## src/rtl/irq_sm_pkg.sv

```systemverilog
package irq_sm_pkg;
  // Strobes from the control decoder to the datapath
  typedef struct packed {
    logic wrStatus;
    logic wrMask;
  } regStrobe_t;

  // Which register feeds the read mux
  typedef enum logic [1:0] {
    RD_NONE   = 2'd0,
    RD_STATUS = 2'd1,
    RD_MASK   = 2'd2
  } rdSel_t;
endpackage

```

## src/rtl/irq_sm_ctrl.sv

```systemverilog
module irq_sm_ctrl
  import irq_sm_pkg::*;
#(
  parameter int ADDR_W     = 8,
  parameter int STATUS_OFS = 'h70,
  parameter int MASK_OFS   = 'h74
) (
  input  logic              busSel,
  input  logic              busWr,
  input  logic [ADDR_W-1:0] busAddr,
  output regStrobe_t        strobe,
  output rdSel_t            rdSel
);
  localparam logic [ADDR_W-1:0] StatusAddr = ADDR_W'(STATUS_OFS);
  localparam logic [ADDR_W-1:0] MaskAddr   = ADDR_W'(MASK_OFS);

  logic hitStatus;
  logic hitMask;

  always_comb begin
    hitStatus = busAddr == StatusAddr;
    hitMask   = busAddr == MaskAddr;

    strobe.wrStatus = busSel && busWr && hitStatus;
    strobe.wrMask   = busSel && busWr && hitMask;

    if (hitStatus)    rdSel = RD_STATUS;
    else if (hitMask) rdSel = RD_MASK;
    else              rdSel = RD_NONE;
  end
endmodule

```

## src/rtl/irq_sm_datapath.sv

```systemverilog
module irq_sm_datapath
  import irq_sm_pkg::*;
#(
  parameter int NSRC    = 16,
  parameter int DMA_BIT = 3
) (
  input  logic            clk,
  input  logic            rst,
  input  regStrobe_t      strobe,
  input  rdSel_t          rdSel,
  input  logic [NSRC-1:0] wrValue,
  input  logic [NSRC-1:0] srcPulse,
  input  logic            dmaDone,
  output logic [NSRC-1:0] statusQ,
  output logic [NSRC-1:0] maskQ,
  output logic [NSRC-1:0] rdValue,
  output logic            irqPending
);
  logic [NSRC-1:0] setVec;
  logic [NSRC-1:0] statusNext;
  logic [NSRC-1:0] maskNext;

  // Per-bit event merge: the DMA event shares its assigned bit
  for (genvar i = 0; i < NSRC; i++) begin : g_set
    if (i == DMA_BIT) begin : g_dma
      assign setVec[i] = srcPulse[i] | dmaDone;
    end else begin : g_plain
      assign setVec[i] = srcPulse[i];
    end
  end

  always_comb begin
    // Acknowledge by AND; a new event in the same cycle wins
    statusNext = strobe.wrStatus ? (statusQ & wrValue) : statusQ;
    statusNext = statusNext | setVec;
    maskNext   = strobe.wrMask ? wrValue : maskQ;
  end

  always_ff @(posedge clk) begin
    if (rst) begin
      statusQ    <= '0;
      maskQ      <= '0;
      irqPending <= 1'b0;
    end else begin
      statusQ    <= statusNext;
      maskQ      <= maskNext;
      irqPending <= |(statusNext & maskNext);
    end
  end

  always_comb begin
    unique case (rdSel)
      RD_STATUS: rdValue = statusQ;
      RD_MASK:   rdValue = maskQ;
      default:   rdValue = '0;
    endcase
  end
endmodule

```

## src/rtl/irq_status_mask.sv

```systemverilog
module irq_status_mask
  import irq_sm_pkg::*;
#(
  parameter int NSRC       = 16,
  parameter int DATA_W     = 32,
  parameter int ADDR_W     = 8,
  parameter int DMA_BIT    = 3,
  parameter int STATUS_OFS = 'h70,
  parameter int MASK_OFS   = 'h74
) (
  input  logic              clk,
  input  logic              rst,
  input  logic              busSel,
  input  logic              busWr,
  input  logic [ADDR_W-1:0] busAddr,
  input  logic [DATA_W-1:0] busWdata,
  output logic [DATA_W-1:0] busRdata,
  input  logic [NSRC-1:0]   srcPulse,
  input  logic              dmaDone,
  output logic              irqPending
);
  localparam int PadW = DATA_W - NSRC;

  regStrobe_t      strobe;
  rdSel_t          rdSel;
  logic [NSRC-1:0] statusQ;
  logic [NSRC-1:0] maskQ;
  logic [NSRC-1:0] rdValue;
  logic [PadW-1:0] unusedHigh;

  irq_sm_ctrl #(
    .ADDR_W(ADDR_W), .STATUS_OFS(STATUS_OFS), .MASK_OFS(MASK_OFS)
  ) u_ctrl (
    .busSel(busSel), .busWr(busWr), .busAddr(busAddr),
    .strobe(strobe), .rdSel(rdSel)
  );

  irq_sm_datapath #(.NSRC(NSRC), .DMA_BIT(DMA_BIT)) u_dp (
    .clk(clk), .rst(rst), .strobe(strobe), .rdSel(rdSel),
    .wrValue(busWdata[NSRC-1:0]), .srcPulse(srcPulse), .dmaDone(dmaDone),
    .statusQ(statusQ), .maskQ(maskQ), .rdValue(rdValue),
    .irqPending(irqPending)
  );

  // Upper half of the write word has no effect on either register
  assign unusedHigh = busWdata[DATA_W-1:NSRC];
  assign busRdata   = {{PadW{1'b0}}, rdValue};
endmodule

```

## config.mk

```make
export PLATFORM = sky130hd
export DESIGN_NAME = irq_status_mask
export DESIGN_NICKNAME = d
export VERILOG_FILES = /design/src/rtl/irq_sm_pkg.sv /design/src/rtl/irq_sm_ctrl.sv /design/src/rtl/irq_sm_datapath.sv /design/src/rtl/irq_status_mask.sv
export SDC_FILE = /design/constraint.sdc
export NUM_CORES = 1
export LEC_CHECK = 0
export BUFFER_PORTS_ARGS = -buffer_cell sky130_fd_sc_hd__buf_2
export CELL_PAD_IN_SITES_DETAIL_PLACEMENT = 0
export CELL_PAD_IN_SITES_GLOBAL_PLACEMENT = 2
export CORE_MARGIN = 2
export CORE_UTILIZATION = 26
export DETAILED_ROUTE_END_ITERATION = 6
export PLACE_DENSITY = 0.82
export SLEW_MARGIN = 20
export SYNTH_ARGS = -nofsm -noshare
export SYNTH_HDL_FRONTEND = slang
export SYNTH_SLANG_ARGS = --single-unit
```

## constraint.sdc

```tcl
create_clock -name clk -period 4.42 [get_ports clk]
set_input_delay 0.221 -clock clk [delete_from_list [all_inputs] [get_ports clk]]
set_output_delay 0.221 -clock clk [all_outputs]
set_load 0.005 [all_outputs]
```

==> flow_metrics.env <==
export IMPL_die_y_um=91.1
export IMPL_htree_levels=2
export IMPL_ys_types=36
export IMPL_async_flop_share=0
export IMPL_cellPowerDensity_nw_per_um2=285
export IMPL_antenna_diode_count=0
export IMPL_yosys_warnings=0
export IMPL_via_per_inst=4.74
export IMPL_maxCapViolations=0
export IMPL_placed_cell_area_um2=2310
export IMPL_rows=31
export IMPL_synth_area_leaders="dfxtp_1, a21oi_1, o21ai_0, mux2i_1, nand2_1"
export IMPL_yosysTopAreaCellShare=0.335
export IMPL_gp_congestion=0.755
export IMPL_peakVddDrop_mv=0.121
export IMPL_clkLatencyLatePin_ns=0.28
export IMPL_clock_sinks=33
export IMPL_drt_initial_drc_count=116
export IMPL_drt_total_wl_um=5980
export IMPL_grt_pass1_wl_um=9570
export IMPL_cts_buffer_depth=2
export IMPL_arrival_ns=2.71
export IMPL_ys_seq_area_frac=0.335
export IMPL_met3_usage=0.0315
export IMPL_clk_pin_slew_ns=0.07
export IMPL_grt_usage=0.145
export IMPL_r2r_start="u_dp.statusQ[5]"
export IMPL_drc_errors=0
export IMPL_syn_inst=269
export IMPL_slew_limit_headroom=0.535
export IMPL_skew_ns=0.00469
export IMPL_core_area_um2=7290
export IMPL_synth_area_um2=1970
export IMPL_rr_endpoint="u_dp.irqPending"
export IMPL_grt_pass1_vias=1851
export IMPL_dp_hpwl_um=4270
export IMPL_syn_avg_cell_area_um2=7.34
export IMPL_final_cell_area_um2=2430
export IMPL_synth_top_area_cell="dfxtp_1"
export IMPL_port_buffers=61
export IMPL_hold_buffers=0
export IMPL_crit_start="busAddr[3]"
export IMPL_synth_edf_count=0
export IMPL_synth_ff_type="dfxtp_1"
export IMPL_met1_usage=0.214
export IMPL_p_leak_uw=0.00102
export IMPL_setup_tns_ns=0
export IMPL_critPathCapture="u_dp.irqPending"
export IMPL_grt_busiest_layer="met2"
export IMPL_crit_type="primary input to flop"
export IMPL_hold_viol=0
export IMPL_period_minus_slack_ns=2.50
export IMPL_max_freq_mhz=399
export IMPL_post_drt_wl_per_cell_um=14.1
export IMPL_cts_setup_buffers=0
export IMPL_grt_overflow=0
export IMPL_hold_slack_ns=0.193
export IMPL_setup_viol=0
export IMPL_numCtsBuffers=5
export IMPL_startpoint_type="primary input"
export IMPL_crit_required_ns=4.63
export IMPL_fp_dieW_um=91.1
export IMPL_fin_nets=386
export IMPL_grt_max_degree=34
export IMPL_r2r_setup_slack_ns=2.81
export IMPL_io_pins=94
export IMPL_maxSlewViolCount=0
export IMPL_first_pass_iters=4
export IMPL_rsz0062_at_grt="false"
export IMPL_area_growth_synth_to_final_pct=23.1
export IMPL_drive_gt1_frac=0.233
export IMPL_grt_use_met2=0.215
export IMPL_period_share=0.566
export IMPL_via_count=2016
export IMPL_rr_worst_depth=6
export IMPL_antenna_found_initial=0
export IMPL_cts_root_buf="clkbuf_8"
export IMPL_cts_tree="built"
export IMPL_tightest_slew_ns=0.693
export IMPL_hp_class="primary input to flop"
export IMPL_ant_nets=0
export IMPL_initial_core_util=0.271
export IMPL_cp_end_kind="flop"
export IMPL_crit_fanout=17
export IMPL_synth_seq_cells=33
export IMPL_die_area_um2=8310
export IMPL_run_status="complete, no violations"
export IMPL_cts_resized=0
cells in the mapped netlist, types with 2 or more instances:
master and number:
clkbuf_1 7, o22a_1 3, buf_4 16, o22ai_1 5, nor4_1 4, dfxtp_1 33
and4_1 2, a211o_1 3, a21oi_1 40, nor2_1 22, buf_2 3, buf_1 4
nand2_1 37, mux2i_1 16, inv_1 16, o221ai_1 4, o21ai_0 35
worst min path at each step:
stage / depth (start not counted) / end / start
2_1_floorplan: 2 / u_dp.statusQ[0] / srcPulse[0]
3_3_place_gp: 2 / u_dp.maskQ[13] / u_dp.maskQ[13]
3_5_place_dp: 2 / u_dp.maskQ[13] / u_dp.maskQ[13]
4_1_cts: 3 / u_dp.statusQ[7] / srcPulse[7]
5_1_grt: 3 / u_dp.statusQ[7] / srcPulse[7]
6_report: 3 / u_dp.statusQ[12] / srcPulse[12]
cells by family after synthesis:
logic type	Yosys count	synth area share
multiplexers	16	0.0811
flip-flops	33	0.335
AND/OR/NAND/NOR	72	0.165
AO/OA/AOI/OAI	100	0.295
other	1	0.00190
buffers and inverters	47	0.122
power by group:
part           switching [µW]  internal, µW  total, µW
Sequential               7.99           308        316
Combinational            49.1          34.2       83.4
Clock                     110           184        294
registers in the layout (all words and copies together), names as in the netlist:
name             count
u_dp.irqPending      1
u_dp.maskQ          16
u_dp.statusQ        16
per-stage QoR:
stage	setup WS, ns	utilization	total power, µW	instances
finish	1.92	0.333	693	425
global route	1.71	0.333	729	425
global placement	1.62	0.317	405	417
CTS	1.90	0.333	703	425
floorplan	2.15	-	376	284
detailed placement	1.59	0.317	406	417
metal layers:
metal | wire length (µm) | up-vias
li1 | - | 1033
met1 | 2910 | 909
met2 | 2630 | 69
met3 | 396 | 5
met4 | 51 | 0
met5 | 0 | -
critical path: stages:
cell	delay, ns
buf_2	0.09
or4b_1	0.68
nor3_2	0.56
nand2_1	0.55
a31o_2	0.40
a41oi_1	0.19
cell type report:
class / instances / area (µm²)
sequential: 33 / 661
fill: 807 / 4860
clock inverter: 1 / 30.0
timing repair buffer: 64 / 328
tap: 99 / 124
inverter: 17 / 63.8
clock buffer: 7 / 86.3
multi-input combinational: 204 / 1140
layout by cell type (no fill, tap or decap), types with 2 or more instances in the layout:
cell / netlist / layout
a211o_1: 3 / 3
a21oi_1: 40 / 40
and4_1: 2 / 2
buf_2: 3 / 61
buf_4: 16 / 3
clkbuf_8: 0 / 6
conb_1: 1 / 16
dfxtp_1: 33 / 33
inv_1: 16 / 16
mux2i_1: 16 / 16
nand2_1: 37 / 37
nor2_1: 22 / 22
nor4_1: 4 / 4
o21ai_0: 35 / 35
o221ai_1: 4 / 4
o22a_1: 3 / 3
o22ai_1: 5 / 5
Power figures use the tool's default switching activity.
